## src/rtl/i2cg_pkg.sv

```systemverilog
package i2cg_pkg;
  typedef enum logic [2:0] {
    SQ_IDLE, SQ_REL_SDA, SQ_REL_SCL, SQ_START, SQ_BIT_LO, SQ_BIT_HI
  } seq_state_t;

  localparam int B_MST = 7;
  localparam int B_TRX = 6;
  localparam int B_BB  = 5;
  localparam int B_PIN = 4;
endpackage

```

## src/rtl/i2cg_bus_mon.sv

```systemverilog
module i2cg_bus_mon #(
  parameter int SYNC = 2
) (
  input  logic clk,
  input  logic rst,
  input  logic scl_in,
  input  logic sda_in,
  output logic bb,
  output logic start_seen,
  output logic stop_seen
);
  logic [SYNC-1:0] scl_sy, sda_sy;
  logic scl_p, sda_p, scl_s, sda_s;

  assign scl_s = scl_sy[SYNC-1];
  assign sda_s = sda_sy[SYNC-1];
  assign start_seen = scl_s & scl_p & sda_p & ~sda_s;
  assign stop_seen  = scl_s & scl_p & ~sda_p & sda_s;

  always_ff @(posedge clk) begin
    if (rst) begin
      scl_sy <= '1;
      sda_sy <= '1;
      scl_p  <= 1'b1;
      sda_p  <= 1'b1;
      bb     <= 1'b0;
    end else begin
      scl_sy <= {scl_sy[SYNC-2:0], scl_in};
      sda_sy <= {sda_sy[SYNC-2:0], sda_in};
      scl_p  <= scl_s;
      sda_p  <= sda_s;
      if (start_seen)     bb <= 1'b1;
      else if (stop_seen) bb <= 1'b0;
    end
  end
endmodule

```

## src/rtl/i2cg_seq.sv

```systemverilog
module i2cg_seq
  import i2cg_pkg::*;
#(
  parameter int HOLD = 8,
  parameter int DW   = 8
) (
  input  logic          clk,
  input  logic          rst,
  input  logic          go_start,
  input  logic          go_restart,
  input  logic [DW-1:0] addr,
  input  logic          scl_held,
  output logic          busy,
  output logic          done,
  output logic          scl_pull,
  output logic          sda_pull
);
  localparam int CW = (HOLD > 1) ? $clog2(HOLD) : 1;
  localparam int BW = (DW > 1) ? $clog2(DW) : 1;

  seq_state_t    state;
  logic [CW-1:0] cnt;
  logic [BW-1:0] bitn;
  logic [DW-1:0] sh;
  logic          scl_keep;
  logic          phase_end, last_bit;

  assign phase_end = (cnt == CW'(HOLD-1));
  assign last_bit  = (bitn == BW'(DW-1));
  assign busy      = (state != SQ_IDLE);
  assign done      = (state == SQ_BIT_HI) && phase_end && last_bit;

  always_comb begin
    scl_pull = 1'b0;
    sda_pull = 1'b0;
    case (state)
      SQ_REL_SDA: scl_pull = scl_keep;
      SQ_START:   sda_pull = 1'b1;
      SQ_BIT_LO: begin scl_pull = 1'b1; sda_pull = ~sh[DW-1]; end
      SQ_BIT_HI: sda_pull = ~sh[DW-1];
      default: ;
    endcase
  end

  always_ff @(posedge clk) begin
    if (rst) begin
      state    <= SQ_IDLE;
      cnt      <= '0;
      bitn     <= '0;
      sh       <= '0;
      scl_keep <= 1'b0;
    end else if (state == SQ_IDLE) begin
      cnt  <= '0;
      bitn <= '0;
      if (go_start) begin
        sh    <= addr;
        state <= SQ_START;
      end else if (go_restart) begin
        sh       <= addr;
        scl_keep <= scl_held;
        state    <= SQ_REL_SDA;
      end
    end else if (!phase_end) begin
      cnt <= cnt + 1'b1;
    end else begin
      cnt <= '0;
      case (state)
        SQ_REL_SDA: state <= SQ_REL_SCL;
        SQ_REL_SCL: state <= SQ_START;
        SQ_START:   state <= SQ_BIT_LO;
        SQ_BIT_LO:  state <= SQ_BIT_HI;
        SQ_BIT_HI: begin
          if (last_bit) state <= SQ_IDLE;
          else begin
            bitn  <= bitn + 1'b1;
            sh    <= {sh[DW-2:0], 1'b0};
            state <= SQ_BIT_LO;
          end
        end
        default: state <= SQ_IDLE;
      endcase
    end
  end
endmodule

```

## src/rtl/i2cg_ctrl.sv

```systemverilog
module i2cg_ctrl
  import i2cg_pkg::*;
#(
  parameter int HOLD = 8,
  parameter int SYNC = 2
) (
  input  logic       clk,
  input  logic       rst,
  input  logic       wr_en,
  input  logic       wr_sel,
  input  logic [7:0] wr_data,
  input  logic       scl_in,
  input  logic       sda_in,
  output logic [7:0] status,
  output logic       scl_oe,
  output logic       sda_oe
);
  logic       mst, trx, pin;
  logic [7:0] addr_q;
  logic       addr_vld, scl_hold, sda_hold;
  logic       bb, start_seen, stop_seen;
  logic       seq_busy, seq_done, seq_scl, seq_sda;
  logic       wr_stat, wr_addr, trig, go_start, go_restart;

  i2cg_bus_mon #(.SYNC(SYNC)) mon_i (
    .clk(clk), .rst(rst), .scl_in(scl_in), .sda_in(sda_in),
    .bb(bb), .start_seen(start_seen), .stop_seen(stop_seen)
  );

  assign wr_stat    = wr_en & wr_sel & ~seq_busy;
  assign wr_addr    = wr_en & ~wr_sel & ~seq_busy;
  assign trig       = wr_stat & (wr_data[7:4] == 4'hF);
  assign go_start   = trig & ~bb & addr_vld;
  assign go_restart = trig & bb & ~pin & addr_vld;

  i2cg_seq #(.HOLD(HOLD), .DW(8)) seq_i (
    .clk(clk), .rst(rst), .go_start(go_start), .go_restart(go_restart),
    .addr(addr_q), .scl_held(scl_hold), .busy(seq_busy), .done(seq_done),
    .scl_pull(seq_scl), .sda_pull(seq_sda)
  );

  assign status = {mst, trx, bb, pin, 4'b0000};
  assign scl_oe = seq_busy ? seq_scl : scl_hold;
  assign sda_oe = seq_busy ? seq_sda : sda_hold;

  always_ff @(posedge clk) begin
    if (rst) begin
      mst      <= 1'b0;
      trx      <= 1'b0;
      pin      <= 1'b1;
      addr_q   <= '0;
      addr_vld <= 1'b0;
      scl_hold <= 1'b0;
      sda_hold <= 1'b0;
    end else if (seq_done) begin
      scl_hold <= 1'b1;
      sda_hold <= 1'b1;
      pin      <= 1'b0;
    end else if (go_start | go_restart) begin
      mst      <= 1'b1;
      trx      <= 1'b1;
      pin      <= 1'b1;
      addr_vld <= 1'b0;
      scl_hold <= 1'b0;
      sda_hold <= 1'b0;
    end else if (wr_stat & ~trig) begin
      mst <= wr_data[B_MST];
      trx <= wr_data[B_TRX];
      pin <= wr_data[B_PIN];
      if (trx & ~wr_data[B_TRX]) sda_hold <= 1'b0;
      if (~pin & wr_data[B_PIN]) scl_hold <= 1'b0;
    end else if (wr_addr) begin
      addr_q   <= wr_data;
      addr_vld <= 1'b1;
      scl_hold <= 1'b0;
    end
  end
endmodule

```

## config.mk

```make
export PLATFORM = sky130hd
export DESIGN_NAME = i2cg_ctrl
export DESIGN_NICKNAME = d
export VERILOG_FILES = /design/src/rtl/i2cg_pkg.sv /design/src/rtl/i2cg_bus_mon.sv /design/src/rtl/i2cg_seq.sv /design/src/rtl/i2cg_ctrl.sv
export SDC_FILE = /design/constraint.sdc
export NUM_CORES = 1
export LEC_CHECK = 0
export ABC_AREA = 0
export BUFFER_PORTS_ARGS = -buffer_cell sky130_fd_sc_hd__buf_2
export CAP_MARGIN = 40
export CORE_ASPECT_RATIO = 0.9
export CORE_MARGIN = 2
export CORE_UTILIZATION = 35
export CTS_CLUSTER_DIAMETER = 30
export DETAILED_ROUTE_END_ITERATION = 16
export PLACE_DENSITY = 0.66
export SLEW_MARGIN = 0
export SYNTH_ARGS = -nofsm -noshare
export SYNTH_HDL_FRONTEND = slang
export SYNTH_SLANG_ARGS = --single-unit
```

## constraint.sdc

```tcl
create_clock -name clk -period 1.7 [get_ports clk]
set_input_delay 0.17 -clock clk [delete_from_list [all_inputs] [get_ports clk]]
set_output_delay 0.17 -clock clk [all_outputs]
set_load 0.005 [all_outputs]
```

==> impl_metrics.sql <==
INSERT INTO impl_metrics (metric_group, metric, value, unit) VALUES
('yosys', 'synth-edff-count', '0', ''),
('detailed_routing', 'drt.antenna.violating_nets', '0', ''),
('grt', 'groute.layer.met3.usage', '3.86', '%'),
('pwr', 'power_frac_comb', '6.4', '%'),
('grt', 'globalRouteOverflowTotal', '0', ''),
('timing', 'number_of_setup_violations_in_the_final_report', '0', ''),
('clocking', 'cts_setup_buffers', '0', ''),
('die', 'core_area', '4890', 'µm²'),
('worst_setup_path', 'critPathSlowestCell', 'a21boi_0', ''),
('pwr', 'switchingPower', '0.358', 'mW'),
('cells_and_area', 'insertedDiodeCount', '0', ''),
('pwr', 'seq_power_share', '58.3', '%'),
('timing', 'slew-limit-headroom', '59.0', '%'),
('die', 'die_height', '72.0', 'µm'),
('min_path', 'worstHoldPathType', 'in2reg', ''),
('timing', 'worst_clock_skew', '0.00546', 'ns'),
('worst_setup_path', 'critical_path.startpoint_type', 'register', ''),
('worst_setup_path', 'path_class', 'reg2reg', ''),
('die', 'floorplan.die_area', '5730', 'µm²'),
('detailed_routing', 'dr_total_vias', '1414', ''),
('worst_setup_path', 'critical_path.cell_chain', 'a21boi_0 > nand4_2 > buf_4 > a221oi_1 > nor3_1', ''),
('detailed_routing', 'routed_via_density', '5.09', ''),
('yosys', 'syn-instance-count', '193', ''),
('run_status', 'status', 'complete, no violations', ''),
('detailed_routing', 'number_of_optimization_iterations_in_the_first_detailed_route_pass', '4', ''),
('timing', 'setup-tns-final', '0', 'ns'),
('grt', 'track_usage', '12.8', '%'),
('cells_and_area', 'ratio_of_cells_with_drive_above_1_in_the_final_layout', '26.8', '%'),
('pwr', 'power_switching_share', '21.9', '%'),
('clocking', 'maximum_clock_insertion_buffer_count', '2', ''),
('clocking', 'cts.htree.levels', '2', ''),
('yosys', 'synthTopCellsByCount', '39 x dfxtp_1, 19 x nor3_1, 12 x nor2_1', ''),
('die', 'ios', '24', ''),
('clocking', 'hold_buffers', '0', ''),
('yosys', 'synth_top_cells_by_area', 'dfxtp_1 43%, mux2i_1 5.6%, nor3_1 5.3%', ''),
('clocking', 'cts.sink_count', '39', ''),
('timing', 'final_min_period_over_clock_period', '93.7', '%'),
('cells_and_area', 'fin_nets', '230', ''),
('worst_setup_path', 'largest_delay_contributor_family_on_the_critical_path', 'compound AO/OA/AOI/OAI gates', ''),
('yosys', 'yosys.area.top_type_share', '43.4', '%'),
('clocking', 'cts.root.buffer_cell', 'clkbuf_8', ''),
('yosys', 'synth-warning-count', '0', ''),
('detailed_routing', 'routedWlPerCell', '12.3', 'µm'),
('yosys', 'postSynth.asyncResetShare', '0', '%'),
('worst_setup_path', 'critical_path.endpoint_type', 'register', ''),
('worst_setup_path', 'worst-endpoint-arrival', '1.74', 'ns'),
('placed_design', 'globalplace.congestion', '0.746', ''),
('worst_setup_path', 'critPathRequiredTime', '1.85', 'ns'),
('yosys', 'synth_most_common_cell', 'dfxtp_1', ''),
('cells_and_area', 'flow.area_growth_from_synthesis', '14.3', '%'),
('timing', 'finalHoldViolCount', '0', ''),
('grt', 'top_usage_layer', 'met2', ''),
('worst_setup_path', 'cp_max_fo', '8', ''),
('timing', 'timing.final.crit_period', '1.59', 'ns'),
('grt', 'grt_antenna_before_repair', '0', ''),
('pwr', 'power.static_leakage', '0.851', 'nW'),
('grt', 'vias_in_the_first_global_route', '1281', ''),
('pwr', 'cellPowerDensity', '794', 'nW/µm²'),
('detailed_routing', 'remaining_design_rule_violation_count', '0', ''),
('grt', 'use_met2', '19.1', '%'),
('pwr', 'pwr-share-clk', '35.4', '%'),
('timing', 'layout_setup_ws', '0.106', 'ns'),
('yosys', 'syn-cell-area', '1800', 'µm²'),
('placed_design', 'dp_slack', '0.0411', 'ns'),
('placed_design', 'hpwl', '2.39', 'mm'),
('yosys', 'yosysUniqueCellTypes', '43', ''),
('clocking', 'clock_tree_from_tritoncts', 'built', ''),
('die', 'rows', '24', ''),
('detailed_routing', 'first_iter_violations', '85', ''),
('yosys', 'ys_dominant_reg_cell', 'dfxtp_1', ''),
('timing', 'fmaxAchievable', '627', 'MHz');
==> logic make-up (layout without fill, tap and decap cells) <==
kind of cell | after synthesis | count (layout) | share of synthesized area (%)
and+or+nand+nor | 75 | 75 | 23.6
DFF | 39 | 39 | 43.4
AOI/OAI and AO/OA | 36 | 36 | 16.0
buffers and inverters | 27 | 44 | 7.93
muxes | 10 | 10 | 5.57
adders and majority gates | 4 | 4 | 2.78
other | 1 | 4 | 0.209
xor gates and xnor gates | 1 | 1 | 0.487
==> sequential cells by signal, summed over array words and instances, names as in the netlist <==
signal	flops
addr_q	8
addr_vld	1
mon_i.bb	1
mon_i.scl_p	1
mon_i.scl_sy	2
mon_i.sda_p	1
mon_i.sda_sy	2
mst	1
pin	1
scl_hold	1
sda_hold	1
seq_i.bitn	3
seq_i.cnt	3
seq_i.scl_keep	1
seq_i.sh	8
seq_i.state	3
trx	1
==> power by group through the flow <==
stage               clock network [mW]  logic (mW)  registers, mW
floorplan                            0      0.0778          0.969
global placement                     0       0.104          0.970
detailed placement                   0       0.105          0.971
CTS                              0.605       0.105          0.950
global route                     0.649       0.117          0.952
finish                           0.577       0.104          0.950
==> cell type report <==
class | count | area, µm² | share of cell area, %
inverters | 6 | 22.5 | 1.10
clock buffers | 7 | 76.3 | 3.71
clock inverters | 1 | 5.00 | 0.244
repair buffers | 30 | 178 | 8.65
multi-input cells | 130 | 910 | 44.3
well taps | 65 | 81.3 | 3.96
flip-flops and latches | 39 | 782 | 38.1
==> per-stage QoR <==
step	cell area (µm²)	hold slack (ns)	power [mW]	cells	utilization (%)
floorplan	1810	0.274	1.05	196	-
global placement	1950	0.364	1.07	270	39.8
detailed placement	1950	0.360	1.08	270	39.8
CTS	2030	0.0622	1.66	278	41.5
global route	2050	0.0627	1.72	278	42.0
finish	2050	0.0723	1.63	278	42.0
==> path summary, 6_finish.rpt <==
| check | depth (start not counted) | from | to |
|---|---|---|---|
| worst max register to register | 5 | addr_vld | seq_i.sh[1] |
| worst min-delay path | 2 | scl_in | mon_i.scl_sy[0] |
| worst max-delay path | 5 | addr_vld | seq_i.sh[1] |
| worst min register to register | 1 | mon_i.scl_sy[0] | mon_i.scl_sy[1] |
==> metal layers <==
| metal | up-vias | wire length, µm |
|---|---|---|
| met1 | 661 | 1710 |
| met5 | - | 0 |
| met4 | 0 | 31 |
| met3 | 4 | 164 |
| li1 | 718 | - |
| met2 | 31 | 1500 |
==> layout by cell type (no fill, tap or decap), types with 4 or more instances in the layout <==
master    count
clkbuf_8      5
buf_4        11
dfxtp_1      38
buf_2        19
a221oi_2      6
nor2_1       12
and2_1        9
o21ai_0       6
nand4_1       4
inv_1         6
or2_2         6
conb_1        4
mux2i_1      10
nand2_1       6
a21oi_1      10
nor3_1       19
==> repair_timing <==
item                       in CTS  in global routing
hold endpoints to repair        0                  0
gates resized for setup         0                  6
setup endpoints to repair       0                  7
Note: power is estimated with default switching activity, not from simulation.
